--- config.mk ---
export PLATFORM = sky130hd
export DESIGN_NAME = tbd_timebase
export DESIGN_NICKNAME = d
export VERILOG_FILES = /design/src/rtl/tbd_pkg.sv /design/src/rtl/tbd_counter.sv /design/src/rtl/tbd_fall_pulse.sv /design/src/rtl/tbd_timebase.sv
export SDC_FILE = /design/constraint.sdc
export NUM_CORES = 1
export LEC_CHECK = 0
export BUFFER_PORTS_ARGS = -buffer_cell sky130_fd_sc_hd__clkbuf_2
export CAP_MARGIN = 15
export CORE_MARGIN = 1
export CORE_UTILIZATION = 51
export DETAILED_ROUTE_END_ITERATION = 16
export GPL_TIMING_DRIVEN = 0
export PLACE_DENSITY = 0.85
export SLEW_MARGIN = 0
export SYNTH_ARGS = -nofsm -noshare
export SYNTH_HDL_FRONTEND = slang
export SYNTH_SLANG_ARGS = --single-unit
export TNS_END_PERCENT = 30
--- constraint.sdc ---
create_clock -name clk_i -period 1.5 [get_ports clk_i]
set_clock_uncertainty 0.05 [all_clocks]
set_input_delay 0.15 -clock clk_i [delete_from_list [all_inputs] [get_ports clk_i]]
set_output_delay 0.15 -clock clk_i [all_outputs]
set_load 0.02 [all_outputs]
--- src/rtl/tbd_pkg.sv ---
package tbd_pkg;
  localparam int CNT_W  = 15;
  localparam int TAP_LO = 3;
  localparam int TAP_N  = 12;
  localparam int IRQ_N  = 4;

  // Count bit driving each interrupt source (32, 16, 4, 2 Hz).
  function automatic int irq_bit(input int idx);
    case (idx)
      0:       return 9;
      1:       return 10;
      2:       return 12;
      default: return 13;
    endcase
  endfunction
endpackage

--- src/rtl/tbd_counter.sv ---
module tbd_counter #(
  parameter int W = 15
) (
  input  logic         clk_i,
  input  logic         rst_ni,
  input  logic         clr_i,
  output logic [W-1:0] cnt_o
);
  always_ff @(posedge clk_i or negedge rst_ni) begin
    if (!rst_ni)    cnt_o <= '0;
    else if (clr_i) cnt_o <= '0;
    else            cnt_o <= cnt_o + 1'b1;
  end
endmodule

--- src/rtl/tbd_fall_pulse.sv ---
module tbd_fall_pulse #(
  parameter int BIT = 9
) (
  input  logic         clk_i,
  input  logic         rst_ni,
  input  logic         clr_i,
  input  logic         en_i,
  input  logic [BIT:0] low_i,
  output logic         irq_o
);
  // Bit BIT falls at the next edge exactly when the low bits are all ones.
  logic fall_next;
  assign fall_next = &low_i;

  always_ff @(posedge clk_i or negedge rst_ni) begin
    if (!rst_ni) irq_o <= 1'b0;
    else         irq_o <= fall_next & en_i & ~clr_i;
  end
endmodule

--- src/rtl/tbd_timebase.sv ---
module tbd_timebase
  import tbd_pkg::*;
#(
  parameter int CW   = CNT_W,
  parameter int TLO  = TAP_LO,
  parameter int NTAP = TAP_N,
  parameter int NIRQ = IRQ_N
) (
  input  logic            clk_i,
  input  logic            rst_ni,
  input  logic            clr_i,
  input  logic [NIRQ-1:0] irq_en_i,
  output logic [NTAP-1:0] tap_o,
  output logic [NIRQ-1:0] irq_o,
  output logic            baud_half_o
);
  logic [CW-1:0] cnt;

  tbd_counter #(.W(CW)) u_cnt (
    .clk_i  (clk_i),
    .rst_ni (rst_ni),
    .clr_i  (clr_i),
    .cnt_o  (cnt)
  );

  for (genvar j = 0; j < NTAP; j++) begin : g_tap
    assign tap_o[j] = cnt[TLO + j];
  end

  assign baud_half_o = cnt[0];

  for (genvar i = 0; i < NIRQ; i++) begin : g_irq
    localparam int B = irq_bit(i);
    tbd_fall_pulse #(.BIT(B)) u_fall (
      .clk_i  (clk_i),
      .rst_ni (rst_ni),
      .clr_i  (clr_i),
      .en_i   (irq_en_i[i]),
      .low_i  (cnt[B:0]),
      .irq_o  (irq_o[i])
    );
  end
endmodule

### After elaboration in Yosys (flattened, before gate mapping)

Index checks and enable logic that the tools add are counted.

* output and inout port bits: 17
* input bits: 7
* register bits after elaboration: 19
* logic and storage cells: 20

* reductions and logical operators: 4
* $add $sub $neg: 1
* bitwise gates (word level): 9
* mux-type cells: 1

Operators by type and width (count)
* adder 15 x 1 -> 15 bit (second input constant): 1
* two-way mux 15 bit: 1
* AND reduction 14 bit: 1
* AND reduction 13 bit: 1
* AND reduction 11 bit: 1
* AND reduction 10 bit: 1
* bitwise AND 1 bit: 8
* inverter 1 bit: 1

### Logic depth before layout (Yosys ltp)

* depth in word-level cells: 3
* mapped depth: 5
* mapped depth without buffers: 5

### Modules after synthesis

A second synthesis with hierarchy kept.

* cell total of the unflattened synthesis: 96
* area, all modules: 985.9 um2

Modules (own cells, without submodules)
* tbd_counter: sequential area each 375.4 um2, area an instance 739.5 um2, cells an instance 73, times used 1
* tbd_fall_pulse at g_irq[3].u_fall: sequential area each 25.0 um2, area an instance 65.1 um2, cells an instance 6, times used 1
* tbd_fall_pulse at g_irq[2].u_fall: sequential area each 25.0 um2, area an instance 63.8 um2, cells an instance 6, times used 1
* tbd_fall_pulse at g_irq[1].u_fall: sequential area each 25.0 um2, area an instance 61.3 um2, cells an instance 6, times used 1
* tbd_fall_pulse at g_irq[0].u_fall: sequential area each 25.0 um2, area an instance 56.3 um2, cells an instance 5, times used 1

### Worst setup path after synthesis

Ideal clock, no wire load.

* path type: register to register
* start point: register u_cnt.cnt_o[0]
* end point: register u_cnt.cnt_o[10]
* cell stages (with the launch flop): 6
* setup time: 0.132 ns
* period minus slack after synthesis: 1.435 ns
* data required time: 1.318 ns
* path slack: 0.065 ns
* path buffers: 0
* data arrival time: 1.253 ns
* path through: dfrtp_1 -> ha_1 -> and4_1 -> nand4_1 -> xor2_1 -> nor2_1

* cells in the longest elaborated chain, start to end: 2

RTL lines
* start, declared: line tbd_counter.sv:7 `output logic [W-1:0] cnt_o`
* start signal, assigned: line tbd_counter.sv:12 `else cnt_o <= cnt_o + 1'b1;`
* adder 15 x 1 -> 15 bit: line tbd_counter.sv:12
* two-way mux 15 bit: line tbd_counter.sv:11 `else if (clr_i) cnt_o <= '0;`

Every way passes these cells.

### Final worst setup path

* start point: register u_cnt.cnt_o[9]
* end point: register u_cnt.cnt_o[13]

Same word-level chain as after synthesis.

==> impl_metrics.ini <==
[run_status]
outcome = complete, no violations

[worst_setup_path]
path_buf_inv = 0
crit_chain = and3_4 > and3_4 > nand4_4 > mux2_4
path_max_fanout = 5
cpMaxStageDelayCell = dfrtp_1
crit_required_ps = 1630
r2r_slack_ps = 60
cp_top_family = simple AND/OR/NAND/NOR gates
path_class = register to register
slowest_delay_ps = 430
reg2regPathDepth = 4
end_kind = register
path_common_cell = and3_4
crit_path_start_kind = register
worst-path-stages = 4
worstPathArrival_ps = 1570

[synthesis]
ys.flop_type = dfrtp_1
syn_nets = 101
ys_types = 24
synth_top_family_by_area = simple AND/OR/NAND/NOR gates
synth.area.top_cells = dfrtp_1 (47%), buf_4 (13%), xor2_1 (7.8%), nor2_1 (5.2%), nand4_1 (4.3%)
synthAdderAreaFrac = 0.0124
muxShareOfSynthArea = 0.0149
synth_common_cells = dfrtp_1 (19), buf_4 (17), nor2_1 (14)
ys_async_sr_fraction = 1.00
synth_compound_area_frac = 0.0136
synth_edf_count = 0
syn_inst = 93
syn_avg_cell_area_sq_um = 10.8
synthSimpleGateAreaFrac = 0.247
synth_seq_cells = 19
synthesis.area_sq_um = 1010
synth_top_area_frac = 0.471
synthXorXnorAreaFrac = 0.0955
synth.most_common_cell = dfrtp_1
synth-seq-area-share = 0.471
synth_warnings = 0
synth_top_area_cell = dfrtp_1

[place]
postPlaceCellArea_sq_um = 1150
dp.cells = 140
port_buffers = 22
dp_hpwl_microns = 1200
gp_congestion = 0.767

[final_layout]
nets = 132
antenna_cells = 0
area_growth_pct = 22.2
final_cells = 148
final_area_sq_um = 1230
fill_cells = 139
final_layout_size_suffix_gt1_frac = 0.496

[detailed_routing]
drt_wl_total_microns = 1710
vias = 721
drtIter0Drc = 5
wl_per_cell_microns = 11.5
dr.pass1.iters = 2
viasPerCell = 4.87
antenna_left = 0
drc_errors = 0

[clock_tree]
numCtsBuffers = 3
cts_buffer_depth = 2
worstSkewPairLatency_ps = 290
htreeDepth = 1
clock-root-buffer = clkbuf_4
path_clk_slew_ps = 100
cts_num_sinks = 19
cts_tree = done

[pwr]
power.leakage_nw = 0.640
power_mw = 0.834
ir_drop_v = 0.000659
p_per_area_nw_per_um2 = 677

[sta]
rsz0062_at_grt = no
finalSetupTns_ps = 0
report.final.slew_viol_count = 0
period_share = 0.962
fmax_mhz = 693
hold_viol = 0
min_period_ps = 1440
setup_viol = 0
whs_ps = 52.3
worst_slew_pin_slew_ps = 456
relSlewSlack = 0.696

[grt]
grt_max_degree = 20
grt-ovfl-total = 0
grt_pass1_vias = 649
grt_pass1_wl_microns = 2750
antenna_found_initial = 0
grt_usage = 0.184

[die]
die_x_microns = 46.5
rows = 15
die_h_microns = 46.5
io_pins = 24
design.die.area_sq_um = 2160
start_util = 0.566
coreArea_sq_um = 1780

[min_path]
hold_class = input pin to register
hold_depth = 2

[job]
max_cap_violations = 0
==> repair_timing <==
action,CTS,global route
hold buffers,2,0
gates resized for setup,1,4
endpoints found under the setup margin,2,8
pin swaps,0,3
hold endpoints to repair,23,0
buffers inserted,0,2
==> layout make-up <==
class / count / area (sq um) / share of cell area
buffer: 19 / 143 / 0.116
clock buffer: 4 / 26.3 / 0.0213
inverter: 1 / 3.75 / 0.00305
multi-input combinational: 54 / 407 / 0.330
sequential: 19 / 477 / 0.387
tap: 25 / 31.3 / 0.0254
timing repair buffer: 26 / 145 / 0.118
==> per-stage QoR <==
step,setup slack (ps),utilization
finish,57.2,0.691
global route,10.6,0.691
CTS,24.4,0.674
detailed placement,-6.15,0.645
global placement,51.0,0.645
floorplan,64.7,-
==> logic make-up (layout without fill, tap and decap cells) <==
group | Yosys count | count (layout)
AO/OA/AOI/OAI | 2 | 2
XOR/XNOR | 11 | 11
adder cells (fa/ha/maj) | 1 | 1
buffers and inverters | 20 | 50
flip-flops | 19 | 19
multiplexers | 1 | 1
AND/OR/NAND/NOR | 39 | 39
==> worst register-to-register path: stages (launching register included) <==
cell	delay, ps
dfrtp_1	430
and3_4	220
and3_4	230
nand4_4	90
mux2_4	300
==> placed cells by master (no fill, tap or decap) <==
cell	count
clkbuf_1	2
nor2_1	13
a31o_2	1
and2b_2	1
inv_1	1
ha_4	1
xnor2_1	2
mux2_4	1
and3_4	3
and4_4	1
buf_4	19
and3_2	2
nand3_1	3
buf_6	1
and4_1	1
dlygate4sd3_1	2
nor2_2	1
clkbuf_4	3
and4_2	2
nor2b_1	1
xor2_1	9
nand4_1	7
nand4_4	1
a21oi_1	1
dfrtp_1	18
clkbuf_2	22
nor3_2	1
dfrtp_2	1
nand2_1	2
==> metal layers <==
layer	track usage	share of wire	vias to the layer above	routed length, microns
li1	-	-	360	-
met3	0.0235	0.030	2	52
met4	0.0882	0.013	0	23
met5	0	0	-	0
met2	0.308	0.50	16	846
met1	0.231	0.46	343	784
==> flip-flops by register name, indices dropped and copies added (netlist names) <==
register and flops:
u_cnt.cnt_o 15, g_irq.u_fall.irq_o 4
==> power breakdown <==
group / leakage, nW / internal [mW] / switching (mW) / total (mW)
clock: 0.0150 / 0.104 / 0.147 / 0.250
sequential: 0.261 / 0.518 / 0.00905 / 0.527
combinational: 0.364 / 0.0267 / 0.0298 / 0.0565
total: 0.640 / 0.649 / 0.186 / 0.834
==> worst paths after layout <==
kind / startpoint / end
max reg2reg: u_cnt.cnt_o[9] / u_cnt.cnt_o[13]
min in group asynchronous: rst_ni / u_cnt.cnt_o[10]
max: u_cnt.cnt_o[9] / u_cnt.cnt_o[13]
min: irq_en_i[2] / g_irq[2].u_fall.irq_o
min reg2reg: u_cnt.cnt_o[14] / u_cnt.cnt_o[14]
max in group asynchronous: rst_ni / u_cnt.cnt_o[8]
(Power assumes the default switching activity.)
